**config.mk**
```make
export PLATFORM = sky130hd
export DESIGN_NAME = mbist_hub
export DESIGN_NICKNAME = d
export VERILOG_FILES = /design/src/rtl/mbist_pkg.sv /design/src/rtl/mbist_rom.sv /design/src/rtl/mbist_seq.sv /design/src/rtl/mbist_wrap.sv /design/src/rtl/mbist_hub.sv
export SDC_FILE = /design/constraint.sdc
export NUM_CORES = 1
export LEC_CHECK = 0
export CORE_MARGIN = 8
export CORE_UTILIZATION = 47
export DETAILED_ROUTE_END_ITERATION = 16
export PLACE_DENSITY_LB_ADDON = 0.25
export SYNTH_ARGS = -nofsm -noshare
export SYNTH_HDL_FRONTEND = slang
export SYNTH_SLANG_ARGS = --single-unit
```
**constraint.sdc**
```tcl
create_clock -name clk -period 2.8 [get_ports clk]
set_input_delay 0.42 -clock clk [delete_from_list [all_inputs] [get_ports clk]]
set_output_delay 0.42 -clock clk [all_outputs]
set_load 0.02 [all_outputs]
```
**src/rtl/mbist_pkg.sv**
```systemverilog
package mbist_pkg;
  typedef enum logic [1:0] {K_ELEM, K_MARK, K_REPLAY, K_END} kind_e;

  typedef struct packed {
    kind_e kind;
    logic  down;  // address direction, 1 = descending
    logic  two;   // element has a second operation
    logic  wr0;   // first op: 1 = write, 0 = read
    logic  v0;    // first op data / expected bit
    logic  wr1;
    logic  v1;
  } minstr_t;

  localparam int unsigned PC_PROG0 = 0;
  localparam int unsigned PC_PROG1 = 6;
endpackage

```
**src/rtl/mbist_rom.sv**
```systemverilog
module mbist_rom
  import mbist_pkg::*;
#(
  parameter int PCW = 4
) (
  input  logic [PCW-1:0] pc,
  output minstr_t        ins
);
  function automatic minstr_t mk(kind_e k, logic dn, logic two, logic w0, logic v0,
                                 logic w1, logic v1);
    minstr_t m;
    m.kind = k; m.down = dn; m.two = two;
    m.wr0 = w0; m.v0 = v0; m.wr1 = w1; m.v1 = v1;
    return m;
  endfunction

  always_comb begin
    case (pc)
      // program 0: w0 ; mark ; up(r0,w1) ; replay mirrored ; up(r0)
      4'd0:    ins = mk(K_ELEM,   1'b0, 1'b0, 1'b1, 1'b0, 1'b0, 1'b0);
      4'd1:    ins = mk(K_MARK,   1'b0, 1'b0, 1'b0, 1'b0, 1'b0, 1'b0);
      4'd2:    ins = mk(K_ELEM,   1'b0, 1'b1, 1'b0, 1'b0, 1'b1, 1'b1);
      4'd3:    ins = mk(K_REPLAY, 1'b0, 1'b0, 1'b0, 1'b0, 1'b0, 1'b0);
      4'd4:    ins = mk(K_ELEM,   1'b0, 1'b0, 1'b0, 1'b0, 1'b0, 1'b0);
      4'd5:    ins = mk(K_END,    1'b0, 1'b0, 1'b0, 1'b0, 1'b0, 1'b0);
      // program 1: w0 ; up(r0,w1) ; down(r1,w0)
      4'd6:    ins = mk(K_ELEM,   1'b0, 1'b0, 1'b1, 1'b0, 1'b0, 1'b0);
      4'd7:    ins = mk(K_ELEM,   1'b0, 1'b1, 1'b0, 1'b0, 1'b1, 1'b1);
      4'd8:    ins = mk(K_ELEM,   1'b1, 1'b1, 1'b0, 1'b1, 1'b1, 1'b0);
      default: ins = mk(K_END,    1'b0, 1'b0, 1'b0, 1'b0, 1'b0, 1'b0);
    endcase
  end
endmodule

```
**src/rtl/mbist_seq.sv**
```systemverilog
module mbist_seq
  import mbist_pkg::*;
#(
  parameter int AW  = 4,
  parameter int PCW = 4
) (
  input  logic          clk,
  input  logic          rst_n,
  input  logic          start,
  input  logic          algo_sel,
  input  logic          all_done,
  output logic          clr,
  output logic          run,
  output logic [AW-1:0] addr,
  output logic          dir_dn,
  output logic          we,
  output logic          wval,
  output logic          step_last,
  output logic          sync,
  output logic          done
);
  typedef enum logic [1:0] {S_IDLE, S_FETCH, S_RUN, S_FIN} st_e;

  st_e             st;
  logic [PCW-1:0]  pc, rec_start;
  logic            mirror, step;
  minstr_t         ins, cur;

  mbist_rom #(.PCW(PCW)) u_rom (.pc(pc), .ins(ins));

  assign clr       = start && (st == S_IDLE || st == S_FIN);
  assign run       = (st == S_RUN);
  assign step_last = !cur.two || step;
  assign we        = step ? cur.wr1 : cur.wr0;
  assign wval      = (step ? cur.v1 : cur.v0) ^ mirror;

  always_ff @(posedge clk or negedge rst_n) begin
    if (!rst_n) begin
      st <= S_IDLE; pc <= '0; rec_start <= '0; mirror <= 1'b0;
      step <= 1'b0; addr <= '0; dir_dn <= 1'b0; sync <= 1'b0;
      done <= 1'b0; cur <= '0;
    end else begin
      sync <= 1'b0;
      case (st)
        S_IDLE, S_FIN: if (start) begin
          pc     <= algo_sel ? PCW'(PC_PROG1) : PCW'(PC_PROG0);
          mirror <= 1'b0;
          done   <= 1'b0;
          st     <= S_FETCH;
        end
        S_FETCH: case (ins.kind)
          K_ELEM: begin
            cur    <= ins;
            dir_dn <= ins.down ^ mirror;
            addr   <= (ins.down ^ mirror) ? '1 : '0;
            step   <= 1'b0;
            sync   <= 1'b1;
            st     <= S_RUN;
          end
          K_MARK: begin
            rec_start <= pc + 1'b1;
            pc        <= pc + 1'b1;
          end
          K_REPLAY: begin
            if (!mirror) begin
              mirror <= 1'b1;
              pc     <= rec_start;
            end else begin
              mirror <= 1'b0;
              pc     <= pc + 1'b1;
            end
          end
          default: begin
            done <= 1'b1;
            st   <= S_FIN;
          end
        endcase
        S_RUN: begin
          if (all_done && !sync) begin
            pc <= pc + 1'b1;
            st <= S_FETCH;
          end else if (step_last) begin
            step <= 1'b0;
            if (dir_dn) begin
              if (addr != '0) addr <= addr - 1'b1;
            end else begin
              if (addr != '1) addr <= addr + 1'b1;
            end
          end else begin
            step <= 1'b1;
          end
        end
        default: st <= S_IDLE;
      endcase
    end
  end

  AST_SYNC_PULSE: assert property (@(posedge clk) disable iff (!rst_n) sync |=> !sync);
  AST_DONE_QUIET: assert property (@(posedge clk) disable iff (!rst_n) done |-> !run);
endmodule

```
**src/rtl/mbist_wrap.sv**
```systemverilog
module mbist_wrap #(
  parameter int AW    = 4,
  parameter int DW    = 8,
  parameter int DEPTH = 16
) (
  input  logic          clk,
  input  logic          rst_n,
  input  logic          act,
  input  logic          clr,
  input  logic          run,
  input  logic          sync,
  input  logic [AW-1:0] addr,
  input  logic          dir_dn,
  input  logic          we,
  input  logic          wval,
  input  logic          step_last,
  output logic          elem_done,
  output logic          fail,
  output logic          mem_en,
  output logic          mem_we,
  output logic [AW-1:0] mem_addr,
  output logic [DW-1:0] mem_wdata,
  input  logic [DW-1:0] mem_rdata
);
  logic          in_range, at_end, fire;
  logic          chk_q;
  logic [DW-1:0] exp_q;

  assign in_range  = (int'(addr) < DEPTH);
  assign at_end    = dir_dn ? (addr == '0) : (int'(addr) == DEPTH - 1);
  assign fire      = act && run && in_range && (!elem_done || sync);
  assign mem_en    = fire;
  assign mem_we    = we;
  assign mem_addr  = addr;
  assign mem_wdata = {DW{wval}};

  always_ff @(posedge clk or negedge rst_n) begin
    if (!rst_n) begin
      elem_done <= 1'b0; fail <= 1'b0; chk_q <= 1'b0; exp_q <= '0;
    end else if (clr) begin
      elem_done <= 1'b0; fail <= 1'b0; chk_q <= 1'b0;
    end else begin
      elem_done <= (elem_done && !sync) || (fire && step_last && at_end);
      chk_q     <= fire && !we;
      exp_q     <= {DW{wval}};
      if (chk_q && (mem_rdata != exp_q)) fail <= 1'b1;
    end
  end

  AST_ADDR_IN_RANGE: assert property (@(posedge clk) disable iff (!rst_n)
    mem_en |-> (int'(mem_addr) < DEPTH));
  AST_FAIL_STICKY: assert property (@(posedge clk) disable iff (!rst_n)
    (fail && !clr) |=> fail);
endmodule

```
**src/rtl/mbist_hub.sv**
```systemverilog
module mbist_hub #(
  parameter int NMEM = 3,
  parameter int AW   = 4,
  parameter int DW   = 8,
  parameter logic [NMEM-1:0][AW:0] DEPTHS = {5'd5, 5'd10, 5'd16}
) (
  input  logic               clk,
  input  logic               rst_n,
  input  logic               start,
  input  logic               algo_sel,
  input  logic [NMEM-1:0]    mem_active,
  output logic               done,
  output logic               sync,
  output logic [NMEM-1:0]    fail,
  output logic [NMEM-1:0]    mem_en,
  output logic [NMEM-1:0]    mem_we,
  output logic [NMEM*AW-1:0] mem_addr,
  output logic [NMEM*DW-1:0] mem_wdata,
  input  logic [NMEM*DW-1:0] mem_rdata
);
  localparam int PCW = 4;

  logic          clr, run, dir_dn, we, wval, step_last, all_done;
  logic [AW-1:0] addr;
  logic [NMEM-1:0] edone;

  assign all_done = &(edone | ~mem_active);

  mbist_seq #(.AW(AW), .PCW(PCW)) u_seq (
    .clk(clk), .rst_n(rst_n), .start(start), .algo_sel(algo_sel),
    .all_done(all_done), .clr(clr), .run(run), .addr(addr), .dir_dn(dir_dn),
    .we(we), .wval(wval), .step_last(step_last), .sync(sync), .done(done)
  );

  for (genvar i = 0; i < NMEM; i++) begin : g_wrap
    mbist_wrap #(.AW(AW), .DW(DW), .DEPTH(int'(DEPTHS[i]))) u_wrap (
      .clk(clk), .rst_n(rst_n), .act(mem_active[i]), .clr(clr), .run(run),
      .sync(sync), .addr(addr), .dir_dn(dir_dn), .we(we), .wval(wval),
      .step_last(step_last), .elem_done(edone[i]), .fail(fail[i]),
      .mem_en(mem_en[i]), .mem_we(mem_we[i]),
      .mem_addr(mem_addr[i*AW +: AW]), .mem_wdata(mem_wdata[i*DW +: DW]),
      .mem_rdata(mem_rdata[i*DW +: DW])
    );
  end
endmodule

```
## Word-level counts from Yosys, hierarchy flattened

Memory sizes are Yosys's and may differ from the RTL's.
Index checks and enable logic that the tools add are counted.

- Bits in registers: 34
- Bits in read-only memories: 128
- Bits of input ports: 31
- Output and inout port bits: 47
- Logic and storage cells: 164
- Memories: 1

Memory list:

| name | words | bits a word | read ports | clocked after Yosys merged registers in | write ports | line | source |
|---|---|---|---|---|---|---|---|
| (no name shown) | 16 | 8 | 1 | 0 | 0 | mbist_rom.sv:18 | `case (pc)` |

- $add $sub $neg: 3
- Order comparisons: 2
- Eq/ne operators: 23
- Muxes and demuxes: 47
- Bitwise operators: 4
- Reductions and logical operators: 60

Operator list:

| kind | number |
|---|---|
| $mux W4 | 10 |
| $mux W1 | 26 |
| $logic_and A1 B1 Y1 | 25 |
| $ne A8 B8 Y1 | 3 |
| $reduce_and A3 Y1 | 6 |
| $pmux W4 S2 | 2 |
| $ne A2 B2 Y1 const B | 7 |
| $pmux W4 S3 | 1 |
| $reduce_bool A2 Y1 | 5 |
| $add A4 B1 Y4 const B | 2 |
| $eq A4 B4 Y1 const B | 2 |
| $logic_or A1 B1 Y1 | 8 |
| $eq A2 B2 Y1 const B | 3 |
| $logic_not A1 Y1 | 6 |
| $ne A3 B3 Y1 const B | 2 |
| $pmux W1 S2 | 3 |
| $pmux W2 S3 | 1 |
| $reduce_and A6 Y1 | 1 |
| $eq A2 B1 Y1 const B | 2 |
| $eq A4 B1 Y1 const B | 1 |
| $logic_not A2 Y1 | 2 |
| $logic_not A4 Y1 | 1 |
| $lt A4 B3 Y1 const B | 1 |
| $lt A4 B4 Y1 const B | 1 |
| 14 further kinds | 18 |

## Logic depth before layout (Yosys ltp)

- Depth in word-level cells: 8
- Gate-level depth with buffers: 12

## By module

Synthesis repeated with hierarchy kept, for this count alone.

- Cells, all modules: 265
- Area total of the unflattened synthesis: 2598.7 um^2

By module, submodules not included:

| module | times used | cells an instance | area each (um^2) |
|---|---|---|---|
| mbist_seq | 1 | 130 | 1440.1 |
| mbist_wrap (g_wrap[2].u_wrap) | 1 | 38 | 347.8 |
| mbist_wrap (g_wrap[1].u_wrap) | 1 | 37 | 342.8 |
| mbist_wrap (g_wrap[0].u_wrap) | 1 | 37 | 322.8 |
| mbist_rom | 1 | 19 | 123.9 |
| mbist_hub | 1 | 4 | 21.3 |

## Worst setup path before layout

OpenSTA, ideal clock, no wires.

- Path type: register to output
- Start: register u_seq.step
- End: output port mem_wdata[0]
- Arrival time: 1837 ps
- Required time: 2380 ps
- Path slack: 543 ps
- Stages on the path, launching flop included: 4
- Buffers on the path: 1
- Cell sequence: dfrtp_1 -> mux2i_1 -> xnor2_1 -> buf_4

- Longest elaborated chain between the ends: 2

RTL lines:

| element | line | source |
|---|---|---|
| start, declared | mbist_seq.sv:26 | `logic mirror, step;` |
| start signal, assigned | mbist_seq.sv:40 | `step <= 1'b0; addr <= '0; dir_dn <= 1'b0; sync <= 1'b0;` |
| start signal, assigned | mbist_seq.sv:56 | `step <= 1'b0;` |
| start signal, assigned | mbist_seq.sv:83 | `step <= 1'b0;` |
| $mux W1 | mbist_seq.sv:35 | `assign wval = (step ? cur.v1 : cur.v0) ^ mirror;` |
| $xor A1 B1 Y1 | mbist_seq.sv:35 |  |
| end, declared | mbist_hub.sv:18 | `output logic [NMEM*DW-1:0] mem_wdata,` |

Every way passes these cells.

## Worst setup path in the final report

- Start: register u_seq.st[0]
- End: output port mem_en[2]

- Longest elaborated chain between the ends: 4

RTL lines:

| element | line | source |
|---|---|---|
| start, declared | mbist_seq.sv:24 | `st_e st;` |
| start signal, assigned | mbist_seq.sv:39 | `st <= S_IDLE; pc <= '0; rec_start <= '0; mirror <= 1'b0;` |
| start signal, assigned | mbist_seq.sv:49 | `st <= S_FETCH;` |
| start signal, assigned | mbist_seq.sv:58 | `st <= S_RUN;` |
| $eq A2 B2 Y1 | mbist_seq.sv:32 | `assign run = (st == S_RUN);` |
| $logic_and A1 B1 Y1 (3 in series) | mbist_wrap.sv:31 | `assign fire = act && run && in_range && (!elem_done \|\| sync);` |
| end, declared | mbist_hub.sv:15 | `output logic [NMEM-1:0] mem_en,` |

Every way passes these cells.

==> results.md <==
* Arrival time at the worst endpoint at 2.18 ns
* Startpoint types: flip-flop
* Syn avg cell area at ~9 um2
* Worst slew pin tran at between 0.5 and 0.6 ns
* Finished Layout Cells at between 300 and 400
* Post-synth ARST share at 100%
* Vias post-DR at around 1900
* Filler cells at 466
* Remaining DRCs at 0
* Setup TNS at 0 ns
* Max Buffers Root-to-Sink at 2
* Final hold viol count at 0
* R2r worst-path depth at 10
* Dpl hpwl at 4300 um
* Pre-antenna DRT Iters at 4
* Vias per Instance at between 5 and 6
* Post-CTS Setup Inserts at 0
* Number of routed nets with antenna violations at 0
* Clock Sink Count at 33
* GRT Util Overall at 14.6%
* Beginning of the critical path: u_seq.st[0]
* Cells after Synth at between 200 and 300
* CP max stage cell: clkdlybuf4s50_1
* Bufs and invs on worst path at 3
* Layout cells sized above 1 at 7.54%
* Main synth FF type: dfrtp_1
* Yosys warns at 0
* RSZ-0062 raised after global routing: no
* Dpl cell area at 2920 um2
* Final Max Tran Viols at 0
* Nature of the critical path endpoint: output pin
* Site row count at 26
* Final hold slack at about 0.48 ns
* Setup-failing EPs final at 0
* CTS tree: done
* WP depth at 7
* Setup CP Type: flip-flop to output pin
* Gr ovfl total at 0
* Die X at approximately 87 um
* Core ar. at 5010 um2
* Final worst path period share at 92.9%
* Cts repair resizes at 0
* EDFF count, synth at 0
* Final setup margin at 0.198 ns
* WL final at 5530 um
* Initial antenna violation count at 0
* Overall power at 3.35 mW
* Hold crit path type: flip-flop to flip-flop
* R2R Setup Slk at 0.40 ns
* Crit path capture: mem_en[2]
* Distinct cells, synth at 46
* Critical Path Fanout Max at 10
* Placed insts at 367
* Vias in the first global route at around 1900
* Crit-path cells: inv_1, ha_1, nand2_1, nor3_1, nand2_1, inv_1, clkdlybuf4s50_1
* Initial core utilization at 47.6%
* Fin util at 60.6%
* Status: finished, final reports clean
* Commonest non-fill, non-tap cell in the layout: clkdlybuf4s50_1
* Port bufs at 77
* Syn_nets at 312
* Area grow syn2layout at 27.3%
* CTS Buf Count at 5
* N_diodes at 0
* Cell Pwr Density at 1100 nW/um2
* Die H at 87.2 um
* Worst reg2reg startpoint: u_seq.pc[0]
* Seq/Total Area, Yosys at between 30% and 40%
* CTS H-tree lvls at 2
* Headroom to the max-slew limit at 65.6%
* Tmin final at around 2.6 ns
* Clk_lat worst skew at 0.29 ns
* Clock skew at 0.00801 ns
* Initial drt markers at 124
* Fmax at 384 MHz
* Wirelength per Cell at 14.8 um
* RePlAce Congestion at 0.848
* Nets at 350
* CTS root buffer: clkbuf_8
* Num ports at 78
* Commonest non-fill, non-tap cells in the layout: clkdlybuf4s50_1, dfrtp_1, nand2_1
* Slowest stage delay, CP at ~0.60 ns
* RR Endpoint: u_seq.pc[2]
* Synthesis-stage register bit count at 33
* Die area at 7610 um2
* Clock transition at path regs at 0.07 ns
* CTS Hold Bufs at 0
* Final Instance Area at 3040 um2
* Place WS at ~0.40 ns
* Worst VDD drop at 0.754 mV
* Leak Pwr at ~1.3 nW
* CP top delay family: buffers and inverters
* Synth Cell Area at 2380 um2
* Max-cap viol count at 0
* Hold depth at 2
* First-pass GRT wire length at 9010 um
* CP Data Required Time at 2.38 ns
* Largest net degree at the start of global routing at 34
==> metal layers <==
metal	share of wire (%)	vias to the layer above	wire length (um)	global-route usage [%]
li1	-	963	-	-
met1	45	877	2480	17.8
met2	45	67	2500	23.9
met3	8.9	7	492	4.53
met4	1.2	0	65	4.84
met5	0	-	0	0
==> cell usage after synthesis, types with 5 or more instances <==
master	count	share of area, %
buf_4	41	13
dfrtp_1	33	35
nand2_1	20	3.1
inv_1	18	2.8
nor2_1	16	2.5
ha_1	14	7.3
o21ai_0	14	2.9
a21oi_1	10	2.1
nor3_1	8	1.7
nor2b_1	7	1.8
nand3_1	6	1.3
o31ai_1	6	1.9
mux2_2	5	2.4
nand4_1	5	1.3
==> power breakdown <==
part / internal, mW / switching (mW) / total, mW
registers: 0.636 / 0.191 / 0.827
clock network: 0.290 / 0.177 / 0.467
logic: 0.933 / 1.13 / 2.06
total: 1.86 / 1.49 / 3.35
==> state kept, by name (all words and copies together), names as in the netlist <==
signal                   count
g_wrap.u_wrap.fail           3
u_seq.dir_dn                 1
u_seq.cur                    4
u_seq.pc                     4
g_wrap.u_wrap.elem_done      3
u_seq.rec_start              4
u_seq.mirror                 1
u_seq.addr                   4
g_wrap.u_wrap.chk_q          3
g_wrap.u_wrap.exp_q          1
u_seq.sync                   1
u_seq.step                   1
u_seq.st                     2
u_seq.done                   1
==> tightest hold or removal path, stage by stage (launching register included) <==
cell and delay [ns]:
dfrtp_1 0.34, nand2_1 0.04, o21ai_0 0.06
==> final cells by class <==
type / count / area, um2 / share of cell area [%]
clock inverters: 1 / 30.0 / 0.989
clock buffers: 7 / 86.3 / 2.84
flip-flops and latches: 33 / 826 / 27.2
inverters: 19 / 71.3 / 2.35
well taps: 70 / 87.6 / 2.89
multi-input cells: 166 / 1150 / 37.8
repair buffers: 79 / 786 / 25.9
==> worst min-delay path by stage <==
| stage | from | to | slack, ns |
|---|---|---|---|
| 2_1_floorplan | rst_n | g_wrap[0].u_wrap.chk_q | 0.12 |
| 3_3_place_gp | g_wrap[0].u_wrap.chk_q | g_wrap[0].u_wrap.fail | 0.47 |
| 3_5_place_dp | u_seq.cur[2] | u_seq.cur[2] | 0.47 |
| 4_1_cts | u_seq.cur[2] | u_seq.cur[2] | 0.49 |
| 5_1_grt | u_seq.cur[0] | u_seq.cur[0] | 0.51 |
| 6_report | u_seq.cur[2] | u_seq.cur[2] | 0.48 |
==> kinds of logic (layout without fill, tap and decap cells) <==
kind of cell,after synthesis,in the layout,share of synthesized area (%)
AND/OR/NAND/NOR,78,78,16.4
buffers and inverters,67,106,17.2
AO/OA/AOI/OAI,58,58,17.3
flip-flops,33,33,34.6
adder cells (fa/ha/maj),15,15,8.19
multiplexers,9,9,4.04
XOR/XNOR,6,6,2.20
Power figures use the tool's default switching activity.
